===== config.mk =====
export PLATFORM = sky130hd
export DESIGN_NAME = dual_spi_read_fe
export DESIGN_NICKNAME = d
export VERILOG_FILES = /design/src/rtl/spi_fe_pkg.sv /design/src/rtl/spi_fe_sync.sv /design/src/rtl/spi_fe_seq.sv /design/src/rtl/spi_fe_fetch.sv /design/src/rtl/spi_fe_tx.sv /design/src/rtl/dual_spi_read_fe.sv
export SDC_FILE = /design/constraint.sdc
export NUM_CORES = 1
export LEC_CHECK = 0
export ABC_CLOCK_PERIOD_IN_PS = 1900
export BUFFER_PORTS_ARGS = -buffer_cell sky130_fd_sc_hd__buf_4
export CORE_AREA = 2 2 93 95
export DETAILED_ROUTE_END_ITERATION = 7
export DIE_AREA = 0 0 95 97
export GPL_ROUTABILITY_DRIVEN = 1
export GPL_TIMING_DRIVEN = 0
export PLACE_DENSITY = 0.74
export REMOVE_ABC_BUFFERS = 1
export SLEW_MARGIN = 20
export SYNTH_ARGS = -nofsm -noshare
export SYNTH_HDL_FRONTEND = slang
export SYNTH_SLANG_ARGS = --single-unit

===== constraint.sdc =====
create_clock -name clk -period 1.9 [get_ports clk]
set_clock_uncertainty 0.1 [all_clocks]
set_input_delay 0.095 -clock clk [delete_from_list [all_inputs] [get_ports clk]]
set_output_delay 0.095 -clock clk [all_outputs]
set_load 0.01 [all_outputs]

===== src/rtl/spi_fe_pkg.sv =====
// Shared constants, command encodings and the per-command configuration
// record for the dual-mode SPI read front end.
package spi_fe_pkg;

    localparam int OPC_BITS  = 8;
    localparam int ADDR_BITS = 24;
    localparam int DATA_W    = 8;
    localparam int CNT_W     = $clog2(ADDR_BITS);

    localparam logic [OPC_BITS-1:0] CMD_READ      = 8'h03;
    localparam logic [OPC_BITS-1:0] CMD_FAST      = 8'h0B;
    localparam logic [OPC_BITS-1:0] CMD_DUAL_OUT  = 8'h3B;
    localparam logic [OPC_BITS-1:0] CMD_DUAL_IO   = 8'hBB;

    localparam logic [3:0] DUMMY_SINGLE = 4'(DATA_W);
    localparam logic [3:0] DUMMY_DUAL   = 4'(DATA_W / 2);

    typedef enum logic [2:0] {
        PH_CMD,
        PH_ADDR,
        PH_DUMMY,
        PH_DATA,
        PH_SKIP
    } phase_e;

    typedef struct packed {
        logic       valid;
        logic       addr_dual;
        logic       data_dual;
        logic [3:0] dummy_clks;
    } cmd_cfg_t;

    // Map a command byte to its address width, data width and dummy length.
    function automatic cmd_cfg_t decode_cmd(input logic [OPC_BITS-1:0] opc);
        cmd_cfg_t c;
        c = '0;
        case (opc)
            CMD_READ: begin
                c.valid = 1'b1;
            end
            CMD_FAST: begin
                c.valid      = 1'b1;
                c.dummy_clks = DUMMY_SINGLE;
            end
            CMD_DUAL_OUT: begin
                c.valid      = 1'b1;
                c.data_dual  = 1'b1;
                c.dummy_clks = DUMMY_SINGLE;
            end
            CMD_DUAL_IO: begin
                c.valid      = 1'b1;
                c.addr_dual  = 1'b1;
                c.data_dual  = 1'b1;
                c.dummy_clks = DUMMY_DUAL;
            end
            default: c = '0;
        endcase
        return c;
    endfunction

endpackage


===== src/rtl/spi_fe_sync.sv =====
// Pin synchronizer and edge finder.
// Brings SCK, chip select, hold and both data pins into the clk domain
// through one shared register chain, so the pins keep their relative
// timing. Reports qualified SCK edges and the hold state.
// Assumes each SCK level lasts at least SYNC_STAGES + 2 clk cycles.
module spi_fe_sync #(
    parameter int SYNC_STAGES = 2
) (
    input  logic       clk,
    input  logic       rst_n,
    input  logic       spi_sck,
    input  logic       spi_cs_n,
    input  logic       spi_hold_n,
    input  logic [1:0] sio_in,
    output logic       cs_act,
    output logic       hold_act,
    output logic       sck_rise,
    output logic       sck_fall,
    output logic [1:0] sio_s
);
    localparam int NSIG = 5;
    localparam logic [NSIG-1:0] PIN_IDLE = 5'b0_1_1_00;

    logic [SYNC_STAGES-1:0][NSIG-1:0] stage;
    logic [NSIG-1:0] synced;
    logic s_sck, s_cs_n, s_hold_n;
    logic sck_d, hold_d, hold_q, live;

    // Shift the raw pins through the synchronizer chain.
    always_ff @(posedge clk) begin
        if (!rst_n) begin
            for (int i = 0; i < SYNC_STAGES; i++) stage[i] <= PIN_IDLE;
        end else begin
            stage[0] <= {spi_sck, spi_cs_n, spi_hold_n, sio_in};
            for (int i = 1; i < SYNC_STAGES; i++) stage[i] <= stage[i-1];
        end
    end

    assign synced   = stage[SYNC_STAGES-1];
    assign s_sck    = synced[4];
    assign s_cs_n   = synced[3];
    assign s_hold_n = synced[2];
    assign sio_s    = synced[1:0];

    // Remember previous levels and track hold entry and exit at SCK low.
    always_ff @(posedge clk) begin
        if (!rst_n) begin
            sck_d  <= 1'b0;
            hold_d <= 1'b1;
            hold_q <= 1'b0;
        end else begin
            sck_d  <= s_sck;
            hold_d <= s_hold_n;
            if (s_cs_n)
                hold_q <= 1'b0;
            else if (!s_sck && hold_d && !s_hold_n)
                hold_q <= 1'b1;
            else if (!s_sck && !hold_d && s_hold_n)
                hold_q <= 1'b0;
        end
    end

    assign cs_act   = ~s_cs_n;
    assign hold_act = hold_q;
    assign live     = cs_act & ~hold_q;
    assign sck_rise = live &  s_sck & ~sck_d;
    assign sck_fall = live & ~s_sck &  sck_d;

endmodule


===== src/rtl/spi_fe_seq.sv =====
// Command sequencer.
// Counts rising SCK edges through command, address and dummy phases,
// decodes the command and assembles the start address one bit or one
// dibit per clock. Pulses addr_load once the address is complete.
// Only the low PTR_W address bits are kept; the rest shift out.
module spi_fe_seq
    import spi_fe_pkg::*;
#(
    parameter int PTR_W = 19
) (
    input  logic             clk,
    input  logic             rst_n,
    input  logic             cs_act,
    input  logic             sck_rise,
    input  logic [1:0]       sio_s,
    output logic             in_data,
    output logic             data_dual,
    output logic             addr_load,
    output logic [PTR_W-1:0] load_addr
);
    localparam logic [CNT_W-1:0] CMD_LAST    = CNT_W'(OPC_BITS - 1);
    localparam logic [CNT_W-1:0] ADDR_LAST_1 = CNT_W'(ADDR_BITS - 1);
    localparam logic [CNT_W-1:0] ADDR_LAST_2 = CNT_W'(ADDR_BITS / 2 - 1);

    phase_e              phase;
    logic [CNT_W-1:0]    cnt;
    logic [OPC_BITS-2:0] cmd_sh;
    logic [OPC_BITS-1:0] cmd_next;
    logic [PTR_W-1:0]    addr_sh, addr_next;
    cmd_cfg_t            cfg, cfg_new;
    logic [CNT_W-1:0]    addr_last, dummy_last;

    // Next shift values and phase limits for the current command.
    always_comb begin
        cmd_next   = {cmd_sh, sio_s[0]};
        cfg_new    = decode_cmd(cmd_next);
        addr_next  = cfg.addr_dual ? {addr_sh[PTR_W-3:0], sio_s}
                                   : {addr_sh[PTR_W-2:0], sio_s[0]};
        addr_last  = cfg.addr_dual ? ADDR_LAST_2 : ADDR_LAST_1;
        dummy_last = CNT_W'(cfg.dummy_clks - 4'd1);
    end

    // Walk the phases on rising SCK edges; restart when deselected.
    always_ff @(posedge clk) begin
        if (!rst_n) begin
            phase     <= PH_CMD;
            cnt       <= '0;
            cmd_sh    <= '0;
            addr_sh   <= '0;
            cfg       <= '0;
            addr_load <= 1'b0;
        end else begin
            addr_load <= 1'b0;
            if (!cs_act) begin
                phase <= PH_CMD;
                cnt   <= '0;
            end else if (sck_rise) begin
                case (phase)
                    PH_CMD: begin
                        cmd_sh <= cmd_next[OPC_BITS-2:0];
                        if (cnt == CMD_LAST) begin
                            cfg   <= cfg_new;
                            phase <= cfg_new.valid ? PH_ADDR : PH_SKIP;
                            cnt   <= '0;
                        end else begin
                            cnt <= cnt + 1'b1;
                        end
                    end
                    PH_ADDR: begin
                        addr_sh <= addr_next;
                        if (cnt == addr_last) begin
                            addr_load <= 1'b1;
                            cnt       <= '0;
                            phase     <= (cfg.dummy_clks == 4'd0) ? PH_DATA : PH_DUMMY;
                        end else begin
                            cnt <= cnt + 1'b1;
                        end
                    end
                    PH_DUMMY: begin
                        if (cnt == dummy_last) begin
                            cnt   <= '0;
                            phase <= PH_DATA;
                        end else begin
                            cnt <= cnt + 1'b1;
                        end
                    end
                    default: ;
                endcase
            end
        end
    end

    assign in_data   = (phase == PH_DATA);
    assign data_dual = cfg.data_dual;
    assign load_addr = addr_sh;

endmodule


===== src/rtl/spi_fe_fetch.sv =====
// Read pointer and one-byte prefetch buffer.
// Loads the pointer when the address completes and requests a byte.
// Asks for the following byte each time a byte starts shifting out,
// so a full byte time is left for the array. The pointer wraps
// naturally at 2**PTR_W. Assumes a read latency of one clk cycle.
module spi_fe_fetch
    import spi_fe_pkg::*;
#(
    parameter int PTR_W = 19
) (
    input  logic              clk,
    input  logic              rst_n,
    input  logic              cs_act,
    input  logic              addr_load,
    input  logic [PTR_W-1:0]  load_addr,
    input  logic              refill,
    input  logic [DATA_W-1:0] mem_rd_data,
    output logic              mem_rd_req,
    output logic [PTR_W-1:0]  mem_rd_addr,
    output logic [DATA_W-1:0] next_byte
);
    logic [PTR_W-1:0]  ptr;
    logic              req_q, cap_q;
    logic [DATA_W-1:0] nxt_q;

    // Issue requests, step the pointer and capture returned bytes.
    always_ff @(posedge clk) begin
        if (!rst_n) begin
            ptr   <= '0;
            req_q <= 1'b0;
            cap_q <= 1'b0;
            nxt_q <= '0;
        end else begin
            if (!cs_act) begin
                req_q <= 1'b0;
                cap_q <= 1'b0;
            end else begin
                req_q <= addr_load | refill;
                cap_q <= req_q;
            end
            if (addr_load)
                ptr <= load_addr;
            else if (req_q)
                ptr <= ptr + 1'b1;
            if (cap_q)
                nxt_q <= mem_rd_data;
        end
    end

    assign mem_rd_req  = req_q;
    assign mem_rd_addr = ptr;
    assign next_byte   = nxt_q;

endmodule


===== src/rtl/spi_fe_tx.sv =====
// Output shifter and pin enables.
// On each falling SCK edge of the data phase, loads the prefetched byte
// at a byte boundary or shifts by one or two bits. Drives SIO1 (and
// SIO0 in dual mode) with enables that drop while held or deselected.
module spi_fe_tx
    import spi_fe_pkg::*;
(
    input  logic              clk,
    input  logic              rst_n,
    input  logic              cs_act,
    input  logic              hold_act,
    input  logic              in_data,
    input  logic              data_dual,
    input  logic              sck_fall,
    input  logic [DATA_W-1:0] next_byte,
    output logic              byte_start,
    output logic [1:0]        sio_out,
    output logic [1:0]        sio_oe
);
    localparam int POS_W = $clog2(DATA_W);
    localparam logic [POS_W-1:0] LAST_1 = POS_W'(DATA_W - 1);
    localparam logic [POS_W-1:0] LAST_2 = POS_W'(DATA_W / 2 - 1);

    logic [DATA_W-1:0] sh;
    logic [POS_W-1:0]  pos, pos_last;
    logic              en, data_fall;
    logic [1:0]        oe_q;

    assign data_fall  = sck_fall & in_data;
    assign byte_start = data_fall & (pos == '0);
    assign pos_last   = data_dual ? LAST_2 : LAST_1;

    // Load or shift the output byte and register the pin enables.
    always_ff @(posedge clk) begin
        if (!rst_n) begin
            sh   <= '0;
            pos  <= '0;
            en   <= 1'b0;
            oe_q <= 2'b00;
        end else begin
            if (!cs_act) begin
                pos <= '0;
                en  <= 1'b0;
            end else if (data_fall) begin
                en <= 1'b1;
                if (pos == '0)
                    sh <= next_byte;
                else
                    sh <= data_dual ? (sh << 2) : (sh << 1);
                pos <= (pos == pos_last) ? '0 : pos + 1'b1;
            end
            oe_q <= (cs_act && en && !hold_act) ? {1'b1, data_dual} : 2'b00;
        end
    end

    assign sio_out = {sh[DATA_W-1], data_dual & sh[DATA_W-2]};
    assign sio_oe  = oe_q;

endmodule


===== src/rtl/dual_spi_read_fe.sv =====
// Dual-mode SPI read front end, top level.
// Joins the pin synchronizer, command sequencer, prefetching read
// pointer and output shifter. Handles commands 03h, 0Bh, 3Bh and BBh
// in SPI modes 0 and 3 with hold. Pins are exposed as value/enable pairs.
module dual_spi_read_fe
    import spi_fe_pkg::*;
#(
    parameter int PTR_W       = 19,
    parameter int SYNC_STAGES = 2
) (
    input  logic              clk,
    input  logic              rst_n,
    input  logic              spi_sck,
    input  logic              spi_cs_n,
    input  logic              spi_hold_n,
    input  logic [1:0]        sio_in,
    output logic [1:0]        sio_out,
    output logic [1:0]        sio_oe,
    output logic              mem_rd_req,
    output logic [PTR_W-1:0]  mem_rd_addr,
    input  logic [DATA_W-1:0] mem_rd_data
);
    logic              cs_act, hold_act, sck_rise, sck_fall;
    logic [1:0]        sio_s;
    logic              in_data, data_dual, addr_load, byte_start;
    logic [PTR_W-1:0]  load_addr;
    logic [DATA_W-1:0] next_byte;

    spi_fe_sync #(.SYNC_STAGES(SYNC_STAGES)) u_sync (
        .clk        (clk),
        .rst_n      (rst_n),
        .spi_sck    (spi_sck),
        .spi_cs_n   (spi_cs_n),
        .spi_hold_n (spi_hold_n),
        .sio_in     (sio_in),
        .cs_act     (cs_act),
        .hold_act   (hold_act),
        .sck_rise   (sck_rise),
        .sck_fall   (sck_fall),
        .sio_s      (sio_s)
    );

    spi_fe_seq #(.PTR_W(PTR_W)) u_seq (
        .clk       (clk),
        .rst_n     (rst_n),
        .cs_act    (cs_act),
        .sck_rise  (sck_rise),
        .sio_s     (sio_s),
        .in_data   (in_data),
        .data_dual (data_dual),
        .addr_load (addr_load),
        .load_addr (load_addr)
    );

    spi_fe_fetch #(.PTR_W(PTR_W)) u_fetch (
        .clk         (clk),
        .rst_n       (rst_n),
        .cs_act      (cs_act),
        .addr_load   (addr_load),
        .load_addr   (load_addr),
        .refill      (byte_start),
        .mem_rd_data (mem_rd_data),
        .mem_rd_req  (mem_rd_req),
        .mem_rd_addr (mem_rd_addr),
        .next_byte   (next_byte)
    );

    spi_fe_tx u_tx (
        .clk        (clk),
        .rst_n      (rst_n),
        .cs_act     (cs_act),
        .hold_act   (hold_act),
        .in_data    (in_data),
        .data_dual  (data_dual),
        .sck_fall   (sck_fall),
        .next_byte  (next_byte),
        .byte_start (byte_start),
        .sio_out    (sio_out),
        .sio_oe     (sio_oe)
    );

endmodule


==> parameters.txt <==
Parameter                              Value

Power
  Fraction of power spent switching nets    about 23%
  Switching component of the power    0.0007878 W
  Sequential group share of total power    57.8%
  Internal    0.002677 W
  Power per cell area    682.5 nW/µm²
  IR drop worst, VDD    0.4576 mV
  Leakage power    1.784 nW
  Clock network fraction of design power    between 30 and 40%
  Share of total power in combinational logic    3.0%
  Design Power    between 0.003 and 0.004 W

Place
  Half-perimeter wire length after detailed placement    5499 µm
  Final estimated routing congestion in global placement    0.8075
  Number of buffers inserted by port buffering    38
  Post-DP Area    4539 µm²

Setup path
  Nature of the critical path endpoint    flip-flop
  Critical path class    reg2reg
  WP data arrival    2.04 ns
  Sort of element at the start of the critical path    flip-flop
  Slowest stage cell, crit path    or4_1
  Crit path cell chain    ha_4, and4bb_2, nand3_4, or4_1, a21oi_1
  Critical path's largest stage delay    0.51 ns
  CP Max Fanout    6
  Setup slack of the worst register-to-register path    0.04 ns
  Required time at the worst-slack endpoint    2.08 ns

Detailed routing
  Drt first-iter violations    about 160
  DR DRC count    0
  Sum of routed wire length over all layers    8948 µm
  Avg WL per Cell    14.20 µm
  Routed Antenna Nets    0
  Vias post-DR    3395
  Routed via count divided by cell count    5.389
  Number of search-and-repair iterations in the first detailed-routing pass    4

Clock network
  Worst-path clk slew    0.09 ns
  Clk sinks    95
  Clock tree from TritonCTS    done
  CTS buffer count    9
  Root buffer cell    clkbuf_8
  Number of H-tree levels    3
  Bufs on Longest Clock Path    2
  Insertion delay to the later sink of the worst-skew pair    0.36 ns

Die
  Floorplan die height    97 µm
  Number of primary I/O pins    39
  Area inside the core boundary    slightly above 8000 µm²
  Initial core utilization    52.19%
  Number of core rows    33
  DIE AREA    9215 µm²
  Die boundary width    95 µm

GRT
  Wire length of the first global-routing pass    14720 µm
  Number of global-route vias before repair    around 3200
  Remaining global-route overflow    0
  Overall routing resource usage    slightly below 20%
  Maximum number of pins on one net before global-route repair    46
  Antenna violations before repair    0

STA
  Period Utilization, post-route    97.81%
  Minimum clock period    1.858 ns
  Highest clock frequency the design can meet    538.1 MHz
  Number of failing setup endpoints in the final timing report    0
  Slew @ Worst Pin    0.5918 ns
  Worst slew margin relative to its limit    60.49%
  Final number of hold-violating endpoints    0
  Max-slew violation total from the final report    0
  Smallest hold slack    0.3131 ns

Layout
  Register cell area after layout    1914 µm²
  Post-layout utilization of the core    62.41%
  Final nets    541
  Filler cell count    approximately 710
  Combined area of the multi-input logic cells    2248 µm²
  Finished layout cell area    between 5000 and 6000 µm²
  Fraction of final layout cells with drive strength greater than 1    17.33%
  Post-synthesis to final-layout area growth    19.57%
  Antenna diode instance count    0

Synthesis
  Part of the Yosys area used for sequential elements    44.80%
  Async S/R FF share, synth    0%
  Library cell with the largest summed area after synthesis    dfxtp_1
  Avg Inst Size Synth    8.938 µm²
  Total number of yosys warnings    0
  Yosys reg bits    95
  Gate Count Post-Synth    475
  Post-synthesis cell type count    44
  Number of enable flip-flop cells after synthesis    0
  Area of the mapped netlist    about 4200 µm²
  Share of the synthesized area in the top cell type    44.80%
  Top_reg_cell synth    dfxtp_1
  Top area cells in the synthesized netlist    dfxtp_1 45%, mux2i_1 10%, nor2_1 6.5%

Worst hold path
  HP Class    reg2reg

Outcome
  Run status    complete, no violations

Run
  Max capacitance violation total    0
kinds of logic (layout without fill, tap and decap cells):
logic type	count (synthesis)	after routing	synth area share [%]
compound gates	89	89	12.70
xor+xnor	25	25	5.158
fa+ha+maj	6	6	1.768
buf+inv	41	90	4.273
flops	95	95	44.80
mux	43	43	10.14
simple gates	176	177	21.16
layout make-up:
type | instances | share of cell area [%]
multi-input cells | 340 | 44.29
flip-flops and latches | 95 | 37.71
repair buffers | 63 | 10.43
well taps | 105 | 2.588
clock buffers | 9 | 2.440
clock inverters | 7 | 1.578
inverters | 10 | 0.8134
repair inverters | 1 | 0.1479
worst max-delay path: cells and delay by family, from the launching register on:
kind | cells | cell delay (ns)
and+or+nand+nor | 3 | 0.91
DFF | 1 | 0.43
adders and majority gates | 1 | 0.21
AOI/OAI and AO/OA | 1 | 0.15
cell usage in the layout, fill, tap and decap left out, types with 15 or more instances in the layout:
cell / n
a211oi_1: 27
a21oi_1: 34
buf_4: 45
dfxtp_1: 87
dlygate4sd3_1: 16
mux2i_1: 43
nand2_1: 24
nand3_1: 15
nor2_1: 73
o21ai_0: 16
xor2_1: 15
per-stage QoR:
stage | setup WS (ns) | cells | TNS, ns
floorplan | -0.2792 | 444 | -4.598
global placement | -0.6595 | 587 | -18.76
detailed placement | -0.5290 | 588 | -7.533
CTS | -0.01485 | 623 | -0.01485
global route | -0.07573 | 630 | -0.2318
finish | 0.04168 | 630 | 0
synth_stat cells, types with 3 or more instances:
library cell / number
a211oi_1: 28
a21oi_1: 34
and2_1: 13
and3_1: 7
buf_1: 6
buf_2: 7
buf_4: 3
clkbuf_1: 14
dfxtp_1: 95
ha_1: 6
inv_1: 10
mux2i_1: 43
nand2_1: 25
nand2b_1: 6
nand3_1: 16
nand3b_1: 4
nand4_1: 8
nor2_1: 73
nor2b_1: 3
nor3_1: 3
nor4bb_1: 3
o21ai_0: 16
xnor2_1: 10
xor2_1: 15
power groups by stage:
stage	combinational [W]	sequential, W	clock (W)
6_report	0.000103	0.00200	0.00136
5_1_grt	0.000113	0.00201	0.00149
4_1_cts	0.000103	0.00200	0.00140
3_5_place_dp	0.0000767	0.00205	0
3_3_place_gp	0.0000702	0.00205	0
2_1_floorplan	0.0000324	0.00205	0
path summary, 6_finish.rpt:
check / start / endpoint / depth (start not counted)
worst max-delay path: u_seq.cnt[0] / u_seq.cfg[3] / 5
worst min register to register: u_sync.stage[2] / u_sync.synced[2] / 1
worst min-delay path: u_sync.stage[2] / u_sync.synced[2] / 1
worst max register to register: u_seq.cnt[0] / u_seq.cfg[3] / 5
layer usage:
layer | vias to the layer above | share of wire (%) | global-route usage (%) | wire [µm]
met1 | 1579 | 46 | 25.31 | 4114
met4 | 0 | 1.1 | 5.686 | 102
met2 | 61 | 50 | 33.88 | 4457
met3 | 8 | 3.1 | 3.115 | 275
met5 | - | 0 | 0 | 0
li1 | 1747 | - | - | -
flip-flops by register name, indices dropped and copies added (netlist names):
name / count
u_tx.pos: 3
u_seq.load_addr: 19
u_seq.phase: 3
u_sync.sck_d: 1
u_seq.cfg: 3
u_fetch.cap_q: 1
u_seq.addr_load: 1
u_fetch.mem_rd_req: 1
u_seq.cnt: 5
u_sync.synced: 5
u_tx.en: 1
u_tx.sio_oe: 2
u_seq.data_dual: 1
u_sync.hold_act: 1
u_tx.sh: 8
u_sync.hold_d: 1
u_sync.stage: 5
u_seq.cmd_sh: 7
u_fetch.mem_rd_addr: 19
u_fetch.next_byte: 8
what timing repair did:
action / CTS / global route
endpoints found under the setup margin: 39 / 32
cloned: 1 / 1
endpoints found under the hold margin: 16 / 0
hold buffers: 16 / 0
gates resized for setup: 8 / 19
setup buffers: 2 / 6
pin swaps: 3 / 5
(Power assumes the default switching activity.)
